$ cat config.mk
export PLATFORM = sky130hd
export DESIGN_NAME = can_guard_ctrl
export DESIGN_NICKNAME = d
export VERILOG_FILES = /design/src/rtl/can_guard_pkg.sv /design/src/rtl/can_guard_txsync.sv /design/src/rtl/can_guard_domtimer.sv /design/src/rtl/can_guard_supply.sv /design/src/rtl/can_guard_ctrl.sv
export SDC_FILE = /design/constraint.sdc
export NUM_CORES = 1
export LEC_CHECK = 0
export CAP_MARGIN = 20
export CORE_MARGIN = 2
export CORE_UTILIZATION = 55
export CTS_CLUSTER_DIAMETER = 40
export CTS_CLUSTER_SIZE = 16
export DETAILED_ROUTE_END_ITERATION = 10
export DONT_BUFFER_PORTS = 1
export PLACE_DENSITY = 0.8
export SYNTH_ARGS = -nofsm -noshare
export SYNTH_HDL_FRONTEND = slang
export SYNTH_SLANG_ARGS = --single-unit
$ cat constraint.sdc
create_clock -name clk -period 2.3 [get_ports clk]
set_input_delay 0.345 -clock clk [delete_from_list [all_inputs] [get_ports clk]]
set_output_delay 0.345 -clock clk [all_outputs]
set_load 0.03 [all_outputs]
$ cat src/rtl/can_guard_pkg.sv
package can_guard_pkg;

  typedef enum logic {
    SUP_HOLD = 1'b0,
    SUP_RUN  = 1'b1
  } sup_state_e;

  // Saturating increment used by every timer in the block.
  function automatic int unsigned sat_next(int unsigned c, int unsigned lim);
    return (c >= lim) ? lim : c + 1;
  endfunction

  // Width needed to hold values 0..lim.
  function automatic int unsigned cnt_bits(int unsigned lim);
    return (lim < 2) ? 1 : $clog2(lim + 1);
  endfunction

endpackage

$ cat src/rtl/can_guard_txsync.sv
module can_guard_txsync (
  input  logic clk,
  input  logic rst_n,
  input  logic tx_raw,
  output logic tx_s,
  output logic tx_fall
);
  logic s1_q, s2_q, prev_q;

  always_ff @(posedge clk or negedge rst_n) begin
    if (!rst_n) begin
      s1_q   <= 1'b1;
      s2_q   <= 1'b1;
      prev_q <= 1'b1;
    end else begin
      s1_q   <= tx_raw;
      s2_q   <= s1_q;
      prev_q <= s2_q;
    end
  end

  assign tx_s    = s2_q;
  assign tx_fall = prev_q & ~s2_q;


  sync_delay_chk: assert property (@(posedge clk) disable iff (!rst_n)
    ($past(rst_n) && $past(rst_n, 2)) |-> (tx_s == $past(tx_raw, 2)));

endmodule

$ cat src/rtl/can_guard_domtimer.sv
module can_guard_domtimer #(
  parameter int unsigned DTO_CYC = 100
) (
  input  logic clk,
  input  logic rst_n,
  input  logic tx_s,
  input  logic tx_fall,
  output logic dto_hit
);
  localparam int unsigned CW = can_guard_pkg::cnt_bits(DTO_CYC);
  localparam logic [CW-1:0] LIM = CW'(DTO_CYC);

  logic [CW-1:0] low_cnt_q;

  always_ff @(posedge clk or negedge rst_n) begin
    if (!rst_n) begin
      low_cnt_q <= '0;
    end else if (tx_s) begin
      low_cnt_q <= '0;
    end else if (tx_fall) begin
      low_cnt_q <= CW'(1);
    end else begin
      low_cnt_q <= CW'(can_guard_pkg::sat_next(32'(low_cnt_q), DTO_CYC));
    end
  end

  assign dto_hit = (low_cnt_q == LIM);


  dto_only_low_chk: assert property (@(posedge clk) disable iff (!rst_n)
    $rose(dto_hit) |-> (!tx_s && $past(!tx_s)));


  dto_clear_chk: assert property (@(posedge clk) disable iff (!rst_n)
    tx_s |=> !dto_hit);

endmodule

$ cat src/rtl/can_guard_supply.sv
module can_guard_supply #(
  parameter int unsigned FS_CYC  = 16,
  parameter int unsigned REC_CYC = 50
) (
  input  logic clk,
  input  logic rst_n,
  input  logic lsok,
  input  logic bsok,
  output logic sup_run,
  output logic seen_run,
  output logic fs_active
);
  import can_guard_pkg::*;

  localparam int unsigned RW = cnt_bits(REC_CYC);
  localparam int unsigned FW = cnt_bits(FS_CYC);
  localparam logic [RW-1:0] REC_LAST = RW'(REC_CYC - 1);
  localparam logic [FW-1:0] FS_LIM   = FW'(FS_CYC);

  sup_state_e    st_q;
  logic [RW-1:0] rec_cnt_q;
  logic [FW-1:0] fs_cnt_q;
  logic          seen_q;
  logic          both_ok;

  assign both_ok = lsok & bsok;

  always_ff @(posedge clk or negedge rst_n) begin
    if (!rst_n) begin
      st_q      <= SUP_HOLD;
      rec_cnt_q <= '0;
      seen_q    <= 1'b0;
    end else begin
      case (st_q)
        SUP_RUN: begin
          if (!both_ok) begin
            st_q      <= SUP_HOLD;
            rec_cnt_q <= '0;
          end
        end
        default: begin
          if (!both_ok) begin
            rec_cnt_q <= '0;
          end else if (rec_cnt_q == REC_LAST) begin
            st_q   <= SUP_RUN;
            seen_q <= 1'b1;
          end else begin
            rec_cnt_q <= RW'(sat_next(32'(rec_cnt_q), REC_CYC));
          end
        end
      endcase
    end
  end

  always_ff @(posedge clk or negedge rst_n) begin
    if (!rst_n) begin
      fs_cnt_q <= '0;
    end else if (lsok && !bsok) begin
      fs_cnt_q <= FW'(sat_next(32'(fs_cnt_q), FS_CYC));
    end else begin
      fs_cnt_q <= '0;
    end
  end

  assign sup_run   = (st_q == SUP_RUN);
  assign seen_run  = seen_q;
  assign fs_active = (fs_cnt_q == FS_LIM);


  run_needs_supplies_chk: assert property (@(posedge clk) disable iff (!rst_n)
    $rose(sup_run) |-> $past(both_ok));


  failsafe_cause_chk: assert property (@(posedge clk) disable iff (!rst_n)
    $rose(fs_active) |-> $past(lsok && !bsok));


  seen_sticky_chk: assert property (@(posedge clk) disable iff (!rst_n)
    seen_run |=> seen_run);

endmodule

$ cat src/rtl/can_guard_ctrl.sv
module can_guard_ctrl #(
  parameter int unsigned DTO_CYC = 100,
  parameter int unsigned FS_CYC  = 16,
  parameter int unsigned REC_CYC = 50
) (
  input  logic clk,
  input  logic rst_n,
  input  logic tx_in,
  input  logic bus_dom,
  input  logic logic_sup_ok,
  input  logic bus_sup_ok,
  input  logic overtemp,
  output logic drv_en,
  output logic drv_dominant,
  output logic bus_bias_rec,
  output logic rx_out,
  output logic rx_oe
);
  logic tx_s, tx_fall, dto_hit;
  logic sup_run, seen_run, fs_active;
  logic ot_q;

  can_guard_txsync u_sync (
    .clk(clk), .rst_n(rst_n), .tx_raw(tx_in), .tx_s(tx_s), .tx_fall(tx_fall)
  );

  can_guard_domtimer #(.DTO_CYC(DTO_CYC)) u_dto (
    .clk(clk), .rst_n(rst_n), .tx_s(tx_s), .tx_fall(tx_fall), .dto_hit(dto_hit)
  );

  can_guard_supply #(.FS_CYC(FS_CYC), .REC_CYC(REC_CYC)) u_sup (
    .clk(clk), .rst_n(rst_n), .lsok(logic_sup_ok), .bsok(bus_sup_ok),
    .sup_run(sup_run), .seen_run(seen_run), .fs_active(fs_active)
  );

  always_ff @(posedge clk or negedge rst_n) begin
    if (!rst_n) ot_q <= 1'b1;
    else        ot_q <= overtemp;
  end

  assign drv_en       = sup_run & ~ot_q & ~dto_hit;
  assign drv_dominant = drv_en & ~tx_s;
  assign bus_bias_rec = ~drv_dominant;
  assign rx_oe        = logic_sup_ok;
  assign rx_out       = (!logic_sup_ok || !seen_run || fs_active) ? 1'b1 : ~bus_dom;


  thermal_off_chk: assert property (@(posedge clk) disable iff (!rst_n)
    overtemp |=> !drv_en);


  rx_mirror_chk: assert property (@(posedge clk) disable iff (!rst_n)
    ((dto_hit || ot_q) && seen_run && logic_sup_ok && !fs_active) |-> (rx_out == !bus_dom));


  logic_fault_chk: assert property (@(posedge clk) disable iff (!rst_n)
    !logic_sup_ok |=> (bus_bias_rec && !drv_en));


  bias_excl_chk: assert property (@(posedge clk) disable iff (!rst_n)
    drv_dominant |-> (!bus_bias_rec && drv_en));

endmodule

# After elaboration in Yosys (flattened, before gate mapping)
# Index checks and enable logic that the tools add are counted.
[word_totals]
reg_bits = 24
output_inout_bits = 5
[classes]
n_reduce_logical = 8
eq_ne = 5
mux = 15
n_bitwise = 11
n_addsub = 3
order_cmp = 3
[ops]
columns = ["op", "n"]
rows = [
  ["$mux 6", 5],
  ["$mux 7", 3],
  ["$mux 5", 2],
  ["$add 7x1->7 const B", 1],
  ["$eq 7x7->1 const B", 1],
  ["$ge 7x7->1 const B", 1],
  ["$add 6x1->6 const B", 1],
  ["$eq 6x6->1 const B", 1],
  ["$ge 6x6->1 const B", 1],
  ["$not 1->1", 6],
  ["$add 5x1->5 const B", 1],
  ["$and 1x1->1", 5],
  ["$eq 5x5->1 const B", 1],
  ["$ge 5x5->1 const B", 1],
  ["$mux 1", 5],
  ["$ne 2x2->1 const B", 2],
  ["$logic_not 1->1", 3],
  ["$reduce_and 3->1", 1],
  ["$logic_or 1x1->1", 2],
  ["$reduce_and 2->1", 1],
  ["$logic_and 1x1->1", 1],
]

# Logic depth before layout (Yosys ltp)
# Gate-level depths: netlist of run 1.
[logic_depth]
depth_word = 5
depth_mapped = 6
ltp_nobuf = 6

# Cells and area by module
# A second synthesis of run 1 with hierarchy kept.
[hier_totals]
hier_cells = 110
hier_area_um2 = 1209.9
[modules_own_cells]
columns = ["mod", "instances", "area_per_inst_um2", "seq_area_each_um2", "cells_per_inst"]
rows = [
  ["can_guard_supply", 1, 688.2, 325.3, 67],
  ["can_guard_domtimer", 1, 360.3, 175.2, 33],
  ["can_guard_txsync", 1, 92.6, 78.8, 4],
  ["can_guard_ctrl", 1, 68.8, 26.3, 6],
]

# Worst setup path before layout of run 1
# No wires, ideal clock.
[synth_timing]
path_type = "register to output"
from = "reg u_dto.low_cnt_q[0]"
to = "out drv_dominant"
stages_incl_launch_ff = 7
t_required_ns = 1.955
setup_slack_ns = -0.122
arrival_ns = 2.077
cell_sequence = "dfrtp_1 -> inv_1 -> ha_1 -> nand4_1 -> nor3_1 -> nor3b_1 -> nor2b_1"
[synth_between]
elab_chain_len = 4
[synth_lines]
columns = ["element", "line_no", "rtl"]
rows = [
  ["start, declared", "can_guard_domtimer.sv:13", "logic [CW-1:0] low_cnt_q;"],
  ["start signal, assigned", "can_guard_domtimer.sv:23", "low_cnt_q <= CW'(can_guard_pkg::sat_next(32'(low_cnt_q), DTO_CYC));"],
  ["$eq 7x7->1", "can_guard_domtimer.sv:27", "assign dto_hit = (low_cnt_q == LIM);"],
  ["$not 1->1", "can_guard_ctrl.sv:41", "assign drv_en = sup_run & ~ot_q & ~dto_hit;"],
  ["$and 1x1->1", "can_guard_ctrl.sv:41", ""],
  ["via drv_en", "can_guard_ctrl.sv:13", "output logic drv_en,"],
  ["$and 1x1->1", "can_guard_ctrl.sv:42", "assign drv_dominant = drv_en & ~tx_s;"],
  ["end, declared", "can_guard_ctrl.sv:14", "output logic drv_dominant,"],
]
# The timed path passes the listed nets, and every way through them passes these cells.

# Worst setup path in the final report of run 1
[layout_timing]
from = "reg u_dto.low_cnt_q[1]"
to = "out drv_dominant"
# The elaborated chain is that of the path after synthesis.

==> results of run 1 <==
-- power breakdown --
group	switching, mW	internal, mW	leakage (nW)	total (mW)
combinational	0.0246	0.0207	0.255	0.0453
sequential	0.00922	0.434	0.317	0.443
clock	0.136	0.176	0.0279	0.312
-- metal layers --
metal,GRT usage,wire (um),up-vias
li1,-,-,409
met1,0.267,1020,419
met2,0.305,989,22
met3,0.0357,79,6
met4,0.0766,42,0
met5,0,0,-
-- cell families (layout without fill, tap and decap cells) --
logic type,count (synthesis),in the layout,share of synthesized area
buffers and inverters,10,19,0.0361
AOI/OAI and AO/OA,19,19,0.115
DFF,24,24,0.514
muxes,1,1,0.00849
xor gates and xnor gates,6,6,0.0446
and+or+nand+nor,48,48,0.208
adders and majority gates,7,7,0.0743
-- cell usage after synthesis (2+ instances only) --
| master | count | area share |
|---|---|---|
| xor2_1 | 3 | 0.022 |
| nor3_1 | 4 | 0.017 |
| nor2_1 | 19 | 0.061 |
| inv_1 | 8 | 0.025 |
| nand3_1 | 7 | 0.030 |
| o21ai_0 | 3 | 0.013 |
| and3_1 | 3 | 0.016 |
| nand4_1 | 2 | 0.011 |
| nand2_1 | 5 | 0.016 |
| ha_1 | 7 | 0.074 |
| dfstp_2 | 4 | 0.089 |
| a21oi_1 | 5 | 0.021 |
| nor3b_1 | 2 | 0.013 |
| xnor2_1 | 3 | 0.022 |
| dfrtp_1 | 20 | 0.42 |
-- stage by stage --
step                area, um^2  utilization  setup slack, ns  hold WS, ns  TNS, ns
floorplan                 1180            -            0.223       0.0494        0
global placement          1210        0.612            0.364       0.0500        0
detailed placement        1210        0.612            0.316       0.0499        0
CTS                       1300        0.657           0.0661       0.0632        0
global route              1340        0.676          -0.0128       0.0571  -0.0128
finish                    1340        0.676           0.0762       0.0616        0
-- timing repair --
action	4_1_cts	5_1_grt
gates resized for setup	1	3
hold buffers	3	0
hold endpoints to repair	26	0
buffers inserted	0	2
setup endpoints to repair	2	1
pin swaps	0	1
-- flip-flops by register name, summed over array words and instances (netlist names) --
signal / cells
u_dto.low_cnt_q: 7
u_sup.seen_run: 1
u_sup.rec_cnt_q: 6
u_sync.tx_s: 1
u_sup.sup_run: 1
ot_q: 1
u_sup.fs_cnt_q: 5
u_sync.s1_q: 1
u_sync.prev_q: 1
-- cells in the final DEF (no fill, tap or decap), types with 4 or more instances in the layout --
master | synthesis | final
dfrtp_1 | 20 | 20
nor2_1 | 19 | 19
inv_1 | 8 | 7
nand3_1 | 7 | 7
ha_1 | 7 | 6
nand2_1 | 5 | 5
a21oi_1 | 5 | 5
dfstp_2 | 4 | 4
-- path summary, 6_finish.rpt --
| path | start | endpoint | slack (ns) | cells past startpoint |
|---|---|---|---|---|
| worst max-delay path | u_dto.low_cnt_q[1] | drv_dominant | 0.08 | 7 |
| worst min-delay path | bus_sup_ok | u_sup.fs_cnt_q[4] | 0.06 | 1 |
| worst max register to register | u_sup.rec_cnt_q[0] | u_sup.rec_cnt_q[4] | 0.70 | 6 |
| worst min register to register | u_sync.s1_q | u_sync.tx_s | 0.37 | 0 |
| max in group asynchronous | rst_n | u_sync.prev_q | 1.55 | 2 |
| min in group asynchronous | rst_n | u_dto.low_cnt_q[5] | 0.28 | 1 |
-- worst max-delay path: stages, from the launching register on --
cell,delay [ns]
dfrtp_1,0.40
inv_1,0.06
ha_2,0.16
nand4_1,0.10
nor3_2,0.06
nor3b_4,0.43
nor2b_1,0.18
buf_4,0.16
-- layout make-up --
type | instances | area (um^2) | area share
Timing Repair Buffer | 7 | 67.6 | 0.0505
Clock buffer | 3 | 22.5 | 0.0168
Multi-Input combinational cell | 81 | 549 | 0.410
Clock inverter | 1 | 30.0 | 0.0224
Sequential cell | 24 | 606 | 0.452
Tap cell | 27 | 33.8 | 0.0252
Inverter | 8 | 30.0 | 0.0224
==> flow_metrics.tcl, run 1 <==
set metrics [dict create \
    drtIter0Drc 19 \
    antenna_cells 0 \
    grt_max_degree 25 \
    skew_ns 0.00499 \
    finalNonFillerCells 151 \
    cts_root_buffer "clkbuf_4" \
    grt_pass1_vias 813 \
    critPathKind "reg -> out" \
    design.die.area_mm2 0.00253 \
    syn-cell-area_mm2 0.00118 \
    layout-drive-gt1-share 0.185 \
    nets 139 \
    ir_worst_vdd_v 0.000518 \
    ys_warn_count 0 \
    ioPinCount 12 \
    synth_edf_count 0 \
    setup_viol_count_final 0 \
    yosys_most_used_dff "dfrtp_1" \
    antenna_found_initial 0 \
    clockBufferDepth 2 \
    yosysSeqAreaShare 0.514 \
    cts_tree "built" \
    hold_viol_final 0 \
    die_y_um 50.3 \
    pwr_density_cell_mw_per_mm2 598 \
    grt_first_pass_wirelength_um 3620 \
    worst_pin_slew_ns 0.445 \
    drc 0 \
    coreArea_mm2 0.00198 \
    cts.sinks 24 \
    io_buffers 0 \
    holdCritPathClass "in -> reg" \
    routed_wl_um 2130 \
    p_leak_nw 0.600 \
    wl_per_cell_um 14.1 \
    rows 16 \
    required_ns 1.96 \
    ys_types 35 \
    async_flop_share 1.00 \
    vias 856 \
    status "completed" \
    cp_data_arrival_time_ns 1.88 \
    dp.cells 141 \
    initial_utilization 0.595 \
    syn_avg_cell_area_um2 10.2 \
    place.gp.congestion 0.905 \
    n_fill_cell 135 \
    slew_headroom 0.703 \
    finalCritPeriodShare 0.967 \
    path_max_fanout 3 \
    power_mw 0.801 \
    syn_to_final_growth_pct 13.6 \
    grt_overflow 0 \
    fmax_ghz 0.450 \
    cts_inserted_buffers 3 \
    dp_hpwl_um 1460 \
    drt.antenna.violating_nets 0 \
    first_pass_iters 4 \
    htree_levels 1 \
    startpoint_type "flop" \
    synthCells 115 \
    cp-end-kind "output port" \
    cap_viol_max_count 0 \
    drv_slew 0 \
    grtUsageTotal 0.194 \
    ys_seq_elements 24 \
    min_period_ns 2.22 \
    clkTransAtPathRegs_ns 0.14 \
    die_w_um 50.3 \
    syn-num-nets 129 \
    via_per_inst 5.67 \
    clk_latency_ns 0.33 \
]
Power figures use the tool's default switching activity.
==> inputs of run 2 (changes only) <==
CORE_MARGIN = unset   (was 2)
PLACE_DENSITY = 0.7   (was 0.8)
==> flow_metrics.tcl, run 2 (synthesis gave the netlist of run 1 again) <==
set metrics [dict create \
    layout-drive-gt1-share 0.172 \
    clockBufferDepth 2 \
    largest-register "u_dto.low_cnt_q" \
    min_period_ns 2.22 \
    cts_root_buffer "clkbuf_4" \
    syn_to_final_growth_pct 11.8 \
    cts_tree "built" \
    pwr_density_cell_mw_per_mm2 537 \
    path_max_fanout 3 \
    p_sw_frac 0.221 \
    clkTransAtPathRegs_ns 0.13 \
    required_ns 1.96 \
    final_cell_mix "dfrtp_1 (20), nor2_1 (19), inv_1 (7), nand3_1 (7), ha_1 (6)" \
    drt.antenna.violating_nets 0 \
    wl_per_cell_um 13.4 \
    seqPwrFrac 0.626 \
    utilization 0.665 \
    htree_levels 1 \
    fmax_ghz 0.451 \
    grt_first_pass_wirelength_um 2710 \
    holdCritPathClass "in -> reg" \
    grt_pass1_vias 650 \
    antenna_found_initial 0 \
    slowest_stage "nor3b_4" \
    grt_overflow 0 \
    coreArea_mm2 0.00198 \
    grt_max_degree 25 \
    die_w_um 48.3 \
    hold_viol_final 0 \
    p_clk_frac 0.311 \
    top_regs "u_dto.low_cnt_q: 7 flops, u_sup.rec_cnt_q: 6 flops, u_sup.fs_cnt_q: 5 flops" \
    grtUsageTotal 0.180 \
    die_y_um 48.3 \
    final_common_cell "dfrtp_1" \
    crit_chain "inv_2, ha_2, nand4_1, nor3_2, nor3b_4, nor2b_1, buf_4" \
    routed_wl_um 1990 \
    largest_register_ffs 7 \
    io_buffers 0 \
    place.gp.congestion 0.734 \
    cts.sinks 24 \
    via_per_inst 5.58 \
    post-cts-setup-buffer-count 0 \
    p_comb_frac 0.063 \
    first_pass_iters 4 \
    startpoint_type "flop" \
    nets 137 \
    dp_hpwl_um 1440 \
    finalCritPeriodShare 0.965 \
    max_stage_delay_ns 0.42 \
    worst_pin_slew_ns 0.430 \
    cp-end-kind "output port" \
    drtIter0Drc 10 \
    cts_inserted_buffers 3 \
    final_area_mm2 0.00132 \
    ir_worst_vdd_v 0.000397 \
    design.die.area_mm2 0.00233 \
    drc 0 \
    rows 16 \
    drv_slew 0 \
    antenna_cells 0 \
    ioPinCount 12 \
    vias 832 \
    status "completed" \
    netSwitchingPower_mw 0.157 \
    p_leak_nw 0.588 \
    dpl-instance-area_mm2 0.00121 \
    setup_viol_count_final 0 \
    clk_latency_ns 0.31 \
    internal_power_mw 0.551 \
    cp_data_arrival_time_ns 1.87 \
    fin_hold_ws_ns 0.0824 \
    slew_headroom 0.713 \
    skew_ns 0.00457 \
    initial_utilization 0.595 \
    cap_viol_max_count 0 \
    critPathKind "reg -> out" \
]
-- run 2: changes by cell type in the layout (fill, tap and decap cells not counted) --
cell,previous run,this run
buf_4,3,1
buf_8,1,0
bufinv_16,1,0
clkbuf_16,0,1
clkbuf_8,0,1
-- run 2: cell type report --
type                       count  area [um^2]
sequential                    24          606
tap                           27         33.8
clock buffer                   4         36.3
fill                         147          664
inverter                       8         30.0
timing repair buffer           5         62.6
multi-input combinational     81          549
-- run 2: power groups by stage --
stage          Combinational, mW  Sequential, mW  Clock (mW)
4_1_cts                   0.0379           0.443       0.227
6_report                  0.0447           0.443       0.220
3_3_place_gp              0.0263           0.450           0
5_1_grt                   0.0527           0.444       0.243
2_1_floorplan             0.0257           0.448           0
3_5_place_dp              0.0281           0.450           0
-- run 2: critical path: cells and delay by family (launching register included) --
kind | cells | cell delay, ns
buffers and inverters | 2 | 0.22
DFF | 1 | 0.40
adders and majority gates | 1 | 0.17
and+or+nand+nor | 4 | 0.77
-- run 2: metal layers --
layer	track usage	vias to the layer above	routed length, um
met4	0.100	0	39
met3	0.0556	4	72
met1	0.248	401	955
met5	0	-	0
li1	-	411	-
met2	0.251	16	925
-- run 2: path summary, 6_finish.rpt --
path                                     from                  to  slack [ns]  cells after the start
max in group asynchronous               rst_n         u_sync.s1_q        1.54                      2
min reg2reg                       u_sync.s1_q         u_sync.tx_s        0.36                      0
min in group asynchronous               rst_n  u_dto.low_cnt_q[5]        0.29                      1
max reg2reg                u_sup.rec_cnt_q[0]  u_sup.rec_cnt_q[2]        0.72                      6
max                        u_dto.low_cnt_q[0]        drv_dominant        0.08                      7
min                                bus_sup_ok   u_sup.fs_cnt_q[4]        0.08                      1
-- run 2: what timing repair did --
item / in CTS / in global routing
resized for setup: 1 / 3
pin swaps: 0 / 1
hold buffers: 1 / 2
setup endpoints to repair: 2 / 1
gates cloned: 0 / 0
hold endpoints to repair: 24 / 2
-- run 2: through the flow --
| stage | setup TNS [ns] | std cells | power, mW | setup slack (ns) |
|---|---|---|---|---|
| detailed placement | 0 | 141 | 0.478 | 0.302 |
| finish | 0 | 149 | 0.708 | 0.0808 |
| global route | -0.00627 | 149 | 0.739 | -0.00627 |
| global placement | 0 | 141 | 0.476 | 0.360 |
| CTS | 0 | 146 | 0.707 | 0.0638 |
| floorplan | 0 | 115 | 0.474 | 0.223 |
